--- config.mk ---
export PLATFORM = sky130hd
export DESIGN_NAME = owf_word_fmt
export DESIGN_NICKNAME = d
export VERILOG_FILES = /design/src/rtl/owf_pkg.sv /design/src/rtl/owf_result_hold.sv /design/src/rtl/owf_src_mux.sv /design/src/rtl/owf_parity.sv /design/src/rtl/owf_word_fmt.sv
export SDC_FILE = /design/constraint.sdc
export NUM_CORES = 1
export LEC_CHECK = 0
export BUFFER_PORTS_ARGS = -buffer_cell sky130_fd_sc_hd__buf_2
export CAP_MARGIN = 0
export CORE_UTILIZATION = 51
export CTS_CLUSTER_DIAMETER = 40
export DETAILED_ROUTE_END_ITERATION = 16
export PLACE_DENSITY = 0.87
export SYNTH_ARGS = -nofsm -noshare
export SYNTH_HDL_FRONTEND = slang
export SYNTH_SLANG_ARGS = --single-unit
--- constraint.sdc ---
create_clock -name clk_i -period 2.9 [get_ports clk_i]
set_clock_uncertainty 0.2 [all_clocks]
set_input_delay 0 -clock clk_i [delete_from_list [all_inputs] [get_ports clk_i]]
set_output_delay 0 -clock clk_i [all_outputs]
set_load 0.02 [all_outputs]
--- src/rtl/owf_pkg.sv ---
package owf_pkg;
  localparam int unsigned DATA_W    = 16;
  localparam int unsigned REG_W     = 8;
  localparam int unsigned NUM_SPANS = 4;

  typedef enum logic [1:0] {
    PAT_ZERO = 2'b00,
    PAT_ONES = 2'b01,
    PAT_ALT1 = 2'b10,
    PAT_ALT2 = 2'b11
  } pat_e;

  typedef enum logic [1:0] {
    SPAN_Q1   = 2'b00,
    SPAN_Q2   = 2'b01,
    SPAN_Q3   = 2'b10,
    SPAN_FULL = 2'b11
  } span_e;
endpackage

--- src/rtl/owf_result_hold.sv ---
module owf_result_hold #(
  parameter int unsigned DATA_W = owf_pkg::DATA_W
) (
  input  logic              clk_i,
  input  logic              rst_ni,
  input  logic              capture_i,
  input  logic [DATA_W-1:0] data_i,
  output logic [DATA_W-1:0] result_o
);
  logic [DATA_W-1:0] result_q;

  always_ff @(posedge clk_i or negedge rst_ni) begin
    if (!rst_ni)        result_q <= '0;
    else if (capture_i) result_q <= data_i;
  end

  assign result_o = result_q;

  p_capture_r6: assert property (@(posedge clk_i) disable iff (!rst_ni)
    capture_i |=> result_o == $past(data_i));
  p_hold_stable_r6: assert property (@(posedge clk_i) disable iff (!rst_ni)
    !capture_i |=> $stable(result_o));
endmodule

--- src/rtl/owf_src_mux.sv ---
module owf_src_mux #(
  parameter int unsigned DATA_W = owf_pkg::DATA_W
) (
  input  logic              pat_en_i,
  input  owf_pkg::pat_e     pat_i,
  input  logic [DATA_W-1:0] result_i,
  output logic [DATA_W-1:0] upper_o
);
  logic [DATA_W-1:0] alt1, alt2;

  // Alternating patterns built per bit position.
  for (genvar b = 0; b < DATA_W; b++) begin : g_pat
    assign alt1[b] = ((b % 2) == 0);
    assign alt2[b] = ((b % 4) < 2);
  end

  always_comb begin
    upper_o = result_i;
    if (pat_en_i) begin
      unique case (pat_i)
        owf_pkg::PAT_ZERO: upper_o = '0;
        owf_pkg::PAT_ONES: upper_o = '1;
        owf_pkg::PAT_ALT1: upper_o = alt1;
        owf_pkg::PAT_ALT2: upper_o = alt2;
        default:           upper_o = result_i;
      endcase
    end
  end
endmodule

--- src/rtl/owf_parity.sv ---
module owf_parity #(
  parameter int unsigned DATA_W    = owf_pkg::DATA_W,
  parameter int unsigned NUM_SPANS = owf_pkg::NUM_SPANS
) (
  input  logic              en_i,
  input  owf_pkg::span_e    span_i,
  input  logic [DATA_W-1:0] data_i,
  output logic [1:0]        par_o
);
  localparam int unsigned SPAN_W = DATA_W / NUM_SPANS;

  logic [NUM_SPANS-1:0] span_par;

  for (genvar s = 0; s < NUM_SPANS; s++) begin : g_span
    assign span_par[s] = ^data_i[DATA_W-1 -: SPAN_W*(s+1)];
  end

  always_comb begin
    par_o = 2'b00;
    if (en_i) par_o = {^data_i, span_par[span_i]};
  end
endmodule

--- src/rtl/owf_word_fmt.sv ---
module owf_word_fmt #(
  parameter int unsigned DATA_W    = owf_pkg::DATA_W,
  parameter int unsigned REG_W     = owf_pkg::REG_W,
  parameter int unsigned NUM_SPANS = owf_pkg::NUM_SPANS
) (
  input  logic                clk_i,
  input  logic                rst_ni,
  input  logic                frame_start_i,
  input  logic                conv_valid_i,
  input  logic [DATA_W-1:0]   conv_data_i,
  input  logic                rb_pend_i,
  input  logic [REG_W-1:0]    rb_byte_i,
  input  logic [2:0]          patn_sel_i,
  input  logic                par_en_i,
  input  logic [1:0]          par_span_i,
  output logic [DATA_W+3:0]   word_o
);
  localparam int unsigned WORD_W = DATA_W + 4;
  localparam int unsigned RB_PAD = WORD_W - REG_W;

  logic [DATA_W-1:0] result;
  logic [DATA_W-1:0] upper;
  logic [1:0]        par;
  logic [WORD_W-1:0] word_q;
  owf_pkg::pat_e     pat;
  owf_pkg::span_e    span;

  assign pat  = owf_pkg::pat_e'(patn_sel_i[1:0]);
  assign span = owf_pkg::span_e'(par_span_i);

  owf_result_hold #(.DATA_W(DATA_W)) u_hold (
    .clk_i     (clk_i),
    .rst_ni    (rst_ni),
    .capture_i (conv_valid_i),
    .data_i    (conv_data_i),
    .result_o  (result)
  );

  owf_src_mux #(.DATA_W(DATA_W)) u_mux (
    .pat_en_i (patn_sel_i[2]),
    .pat_i    (pat),
    .result_i (result),
    .upper_o  (upper)
  );

  owf_parity #(.DATA_W(DATA_W), .NUM_SPANS(NUM_SPANS)) u_par (
    .en_i   (par_en_i),
    .span_i (span),
    .data_i (upper),
    .par_o  (par)
  );

  always_ff @(posedge clk_i or negedge rst_ni) begin
    if (!rst_ni) begin
      word_q <= '0;
    end else if (frame_start_i) begin
      if (rb_pend_i) word_q <= {rb_byte_i, {RB_PAD{1'b0}}};
      else           word_q <= {upper, par, 2'b00};
    end
  end

  assign word_o = word_q;

  p_hold_word_r2: assert property (@(posedge clk_i) disable iff (!rst_ni)
    !frame_start_i |=> $stable(word_o));
  p_readback_r3: assert property (@(posedge clk_i) disable iff (!rst_ni)
    frame_start_i && rb_pend_i |=>
      word_o == {$past(rb_byte_i), {RB_PAD{1'b0}}});
  p_par_off_r8: assert property (@(posedge clk_i) disable iff (!rst_ni)
    frame_start_i && !rb_pend_i && !par_en_i |=> word_o[3:2] == 2'b00);
  p_par_even_r9: assert property (@(posedge clk_i) disable iff (!rst_ni)
    frame_start_i && !rb_pend_i && par_en_i |=> !(^word_o[WORD_W-1:3]));
  p_result_src_r5: assert property (@(posedge clk_i) disable iff (!rst_ni)
    frame_start_i && !rb_pend_i && !patn_sel_i[2] |=>
      word_o[WORD_W-1:4] == $past(result));
  p_low_zero_r11: assert property (@(posedge clk_i) disable iff (!rst_ni)
    frame_start_i |=> word_o[1:0] == 2'b00);
endmodule

# [Word level (Yosys, flattened, before mapping)]
# Cells that the tools add are included.
[classes] add_sub_neg=0 mul=0 div_mod_pow=0 magnitude_cmp=1 eq_ne=3 shift=0 mux=6 bitwise_logic=0 reduce_logical=5
[ops] operator="$pmux 16 s4" n=1
[ops] operator="$mux 20" n=1
[ops] operator="$mux 16" n=1
[ops] operator="$reduce_xor 16->1" n=1
[ops] operator="$reduce_xor 12->1" n=1
[ops] operator="$reduce_xor 8->1" n=1
[ops] operator="$eq 2x2->1 const B" n=2
[ops] operator="$reduce_xor 4->1" n=1
[ops] operator="$lt 2x3->1 const B" n=1
[ops] operator="$bmux 1 s2" n=1
[ops] operator="$eq 2x1->1 const B" n=1
[ops] operator="$logic_not 2->1" n=1
[ops] operator="$mux 2" n=1
[ops] operator="$mux 1" n=1
[word_totals] ff_bits=36 latch_bits=0 ramBits=0 rom_bits=0 in_bits=35 elab_cells=17 memories=0

# [Longest topological paths before layout]
[logic_depth] word_depth=8 depth_mapped=10

# [Hierarchy]
# Synthesis repeated with hierarchy kept, for this count alone.
[hier_totals] hier_cells=184 area_unflattened_um2=1951.9
[by_module_without_submodules] module="owf_word_fmt" n_inst=1 cells_each=81 area_per_inst_um2=832.0 seq_area_each_um2=450.4
[by_module_without_submodules] module="owf_result_hold" n_inst=1 cells_each=34 area_per_inst_um2=649.4 seq_area_each_um2=400.4
[by_module_without_submodules] module="owf_parity" n_inst=1 cells_each=26 area_per_inst_um2=241.5 seq_area_each_um2=0.0
[by_module_without_submodules] module="owf_src_mux" n_inst=1 cells_each=43 area_per_inst_um2=229.0 seq_area_each_um2=0.0

# [Worst setup path after synthesis]
# No wires, ideal clock.
[synth_path] path_kind="in2reg" startpoint="in patn_sel_i[1]" endpoint="reg word_q[2] (netlist: word_o[2])" setup_time_ns=0.137 arrival_ns=1.867 setup_slack_ns=0.696 stages=9 path_buffers=0 cell_sequence="inv_1 ha_1 nand2_1 a21boi_0 xnor3_1 xor2_2 a2111oi_2 a221o_1 a211oi_2"
[synth_via] elab_chain_cells=8
[synth_rtl] element="start, declared" line_no="owf_word_fmt.sv:13" source="input logic [2:0] patn_sel_i,"
[synth_rtl] element="$eq 2x2->1 (tied with other cells)" line_no="owf_src_mux.sv:20" source="unique case (pat_i)"
[synth_rtl] element="$pmux 16 s4 (*)" line_no="owf_src_mux.sv:20"
[synth_rtl] element="$mux 16 (*)" line_no="owf_src_mux.sv:19" source="if (pat_en_i) begin"
[synth_rtl] element="$reduce_xor 16->1 (tied with other cells)" line_no="owf_parity.sv:15" source="assign span_par[s] = ^data_i[DATA_W-1 -: SPAN_W*(s+1)];"
[synth_rtl] element="$bmux 1 s2 (*)" line_no="owf_parity.sv:20" source="if (en_i) par_o = {^data_i, span_par[span_i]};"
[synth_rtl] element="$mux 1 (implied by the code) (*)" line_no="owf_parity.sv:20"
[synth_rtl] element="$mux 2 (*)" line_no="owf_parity.sv:20"
[synth_rtl] element="$mux 20 (*)" line_no="owf_word_fmt.sv:57" source="if (rb_pend_i) word_q <= {rb_byte_i, {RB_PAD{1'b0}}};"
[synth_rtl] element="end signal, assigned" line_no="owf_word_fmt.sv:57"
[synth_rtl] element="end signal, assigned" line_no="owf_word_fmt.sv:58" source="else word_q <= {upper, par, 2'b00};"
[synth_rtl] element="end, declared" line_no="owf_word_fmt.sv:24" source="logic [WORD_W-1:0] word_q;"
# Every way passes the cells marked *; elsewhere a longest branch is shown, timed or not. The select of a mux whose other input is x is not followed.
# A chain may end at the register's enable or synchronous reset.

# [Final worst setup path]
[layout_path] startpoint="reg u_hold.result_q[14] (netlist: u_hold.result_o[14])" endpoint="reg word_q[3] (netlist: word_o[3])"
[layout_via] elab_chain_cells=4
[layout_rtl] element="start, declared" line_no="owf_result_hold.sv:10" source="logic [DATA_W-1:0] result_q;"
[layout_rtl] element="start signal, assigned" line_no="owf_result_hold.sv:14" source="else if (capture_i) result_q <= data_i;"
[layout_rtl] element="$mux 16" line_no="owf_src_mux.sv:19"
[layout_rtl] element="$reduce_xor 16->1" line_no="owf_parity.sv:20"
[layout_rtl] element="$mux 2" line_no="owf_parity.sv:20"
[layout_rtl] element="$mux 20" line_no="owf_word_fmt.sv:57"
# No other way between the ends.

==> flow_metrics.tcl <==
set metrics [dict create \
    status "complete, no violations" \
    areaGrowthSynthToFinish_pct 33.4 \
    critPathLaunchType "flop" \
    power_density_mw_per_mm2 543 \
    antenna_found_initial 0 \
    end_kind "flop" \
    via_per_inst 5.15 \
    drc 0 \
    cp_max_fo 5 \
    ant_nets 0 \
    cts_tree "yes" \
    drt-total-wl_mm 4.41 \
    min_from "conv_valid_i" \
    crit_path_top_delay_cell "dlygate4sd3_1" \
    postSynthAreaPerCell_um2 11.0 \
    fin_area_mm2 0.00253 \
    dpl.cell_count 261 \
    crit_chain "a21boi_0, xnor3_1, xor2_2, xnor2_1, xnor2_1, o22ai_1, dlygate4sd3_1" \
    max_stage_delay_ns 0.56 \
    tightest_slew_ns 0.738 \
    io_pins 55 \
    start_util 0.551 \
    post-dp-hpwl_mm 2.90 \
    drv_cap 0 \
    r2r_start "u_hold.result_o[14]$_DFFE_PN0P_" \
    ys.flop_type "dfrtp_1" \
    fin_tns_setup_ns 0 \
    grt_pass1_wl_mm 7.37 \
    critPathRequiredTime_ns 2.87 \
    htreeDepth 2 \
    ys_seq_elements 34 \
    grt_pass1_vias 1554 \
    first_pass_iters 4 \
    fin_util 0.735 \
    netlist_area_mm2 0.00190 \
    p_leak_uw 0.00121 \
    core-area_mm2 0.00344 \
    synth_area_leaders "dfrtp_1, mux2_2, xor2_1" \
    antenna_cells 0 \
    cts_root_buf "clkbuf_8" \
    ys_types 35 \
    row_count 21 \
    min_path_type "in -> reg" \
    die_w_um 63.0 \
    critPathKind "reg -> reg" \
    crit_arrival_ns 2.73 \
    cts_resized 0 \
    fmax_mhz 362 \
    via_count 1529 \
    setup_violations 0 \
    async_flop_share 1.00 \
    port_buffers 52 \
    cp-startpoint "u_hold.result_o[14]$_DFFE_PN0P_" \
    nets 289 \
    synth_enable_flop_cells 0 \
    die-height_um 63.0 \
    final_common_cell "buf_2" \
    synth_cells 173 \
    clockBufferDepth 2 \
    routedWlPerCell_um 14.8 \
    finalHoldViolations 0 \
    drive_above_1_share 0.359 \
    yosysWarnings 0 \
    finalNonFillerCells 297 \
    ys_seq_area_frac 0.449 \
    clk_latency_ns 0.29 \
    grt_start_max_net_pins 35 \
    synth.top_cell.area_share 0.449 \
    crit_top_cell "xnor2_1" \
    min_period_over_period 0.953 \
    cts-buffers-inserted 5 \
    place_congestion 0.796 \
    synth_top_area_cell "dfrtp_1" \
    period_minus_slack_ns 2.76 \
    slew_violations 0 \
    drt_iter0_markers 121 \
    cts.clk_slew.worst_paths_ns 0.07 \
    overflow 0 \
    die-area_mm2 0.00396 \
    layout_common_cells "buf_2, dfrtp_1, dlygate4sd3_1" \
    numClockSinks 34 \
    max-vdd-ir-drop_mv 0.331 \
    worst_slew_margin_rel 0.508 \
    grt_usage 0.249 \
    place_area_mm2 0.00216 \
    rsz0062_at_grt "no" \
]
==> report_power, final <==
part | leakage [µW] | switching [µW] | total [µW] | internal, µW
logic | 0.000745 | 232 | 441 | 209
registers | 0.000416 | 38.5 | 569 | 530
clock network | 0.0000482 | 173 | 364 | 192
==> logic make-up after synthesis <==
| family | after synthesis | synth area share |
|---|---|---|
| flip-flops | 34 | 0.449 |
| XOR/XNOR | 16 | 0.0891 |
| adder cells (fa/ha/maj) | 4 | 0.0264 |
| multiplexers | 30 | 0.174 |
| AND/OR/NAND/NOR | 24 | 0.0581 |
| buffers and inverters | 24 | 0.0594 |
| other | 1 | 0.00198 |
| AO/OA/AOI/OAI | 40 | 0.142 |
==> cell type report <==
type	instances	area [µm²]
clock buffer	7	86.3
clock inverter	1	5.00
fill	266	913
inverter	12	45.0
multi-input combinational	116	936
sequential	34	851
tap	46	57.6
timing repair buffer	81	548
==> timing repair <==
| action | CTS | global route |
|---|---|---|
| hold buffers | 28 | 0 |
| hold endpoints to repair | 66 | 0 |
| buffers inserted | 0 | 0 |
==> through the flow <==
stage                     setup WS, ns  total power [µW]  hold slack (ns)
after floorplan                  0.696               871           -0.496
after global placement           0.445               964           -0.103
after detailed placement         0.319               977          -0.0889
after CTS                        0.155              1370           0.0249
after global routing            0.0110              1450           0.0399
final                            0.137              1370           0.0258
==> state kept, by name, indices dropped and copies added (netlist names) <==
signal and cells:
u_hold.result_o 16, word_o 18
==> worst paths after layout <==
path | to | slack, ns | cells past startpoint
hold reg to reg | word_o[12]$_DFFE_PN0P_ | 0.30 | 1
min in group asynchronous | word_o[17]$_DFFE_PN0P_ | 0.11 | 2
setup / recovery | word_o[3]$_DFFE_PN0P_ | 0.14 | 7
max in group asynchronous | u_hold.result_o[14]$_DFFE_PN0P_ | 1.90 | 2
hold / removal | u_hold.result_o[8]$_DFFE_PN0P_ | 0.03 | 2
setup reg to reg | word_o[3]$_DFFE_PN0P_ | 0.14 | 7
==> Yosys cell counts (all sizes together), types with 3 or more instances <==
library cell	number
a21boi	3
a21oi	8
buf	4
clkbuf	8
dfrtp	34
ha	4
inv	12
mux2	24
mux2i	6
nand2	14
o21ai	10
o22ai	9
xnor2	5
xor2	10
==> critical path: cells and delay by family, from the launching register on <==
kind                      cells  cell delay, ns
DFF                           1            0.38
xor gates and xnor gates      4            1.13
AOI/OAI and AO/OA             2            0.38
buffers and inverters         1            0.56
==> layer usage <==
| layer | global-route usage | up-vias | part of all wire |
|---|---|---|---|
| li1 | - | 751 | - |
| met1 | 0.300 | 709 | 0.42 |
| met2 | 0.418 | 57 | 0.50 |
| met3 | 0.0620 | 12 | 0.049 |
| met4 | 0.110 | 0 | 0.026 |
| met5 | 0 | - | 0 |
Note: power is estimated with default switching activity, not from simulation.
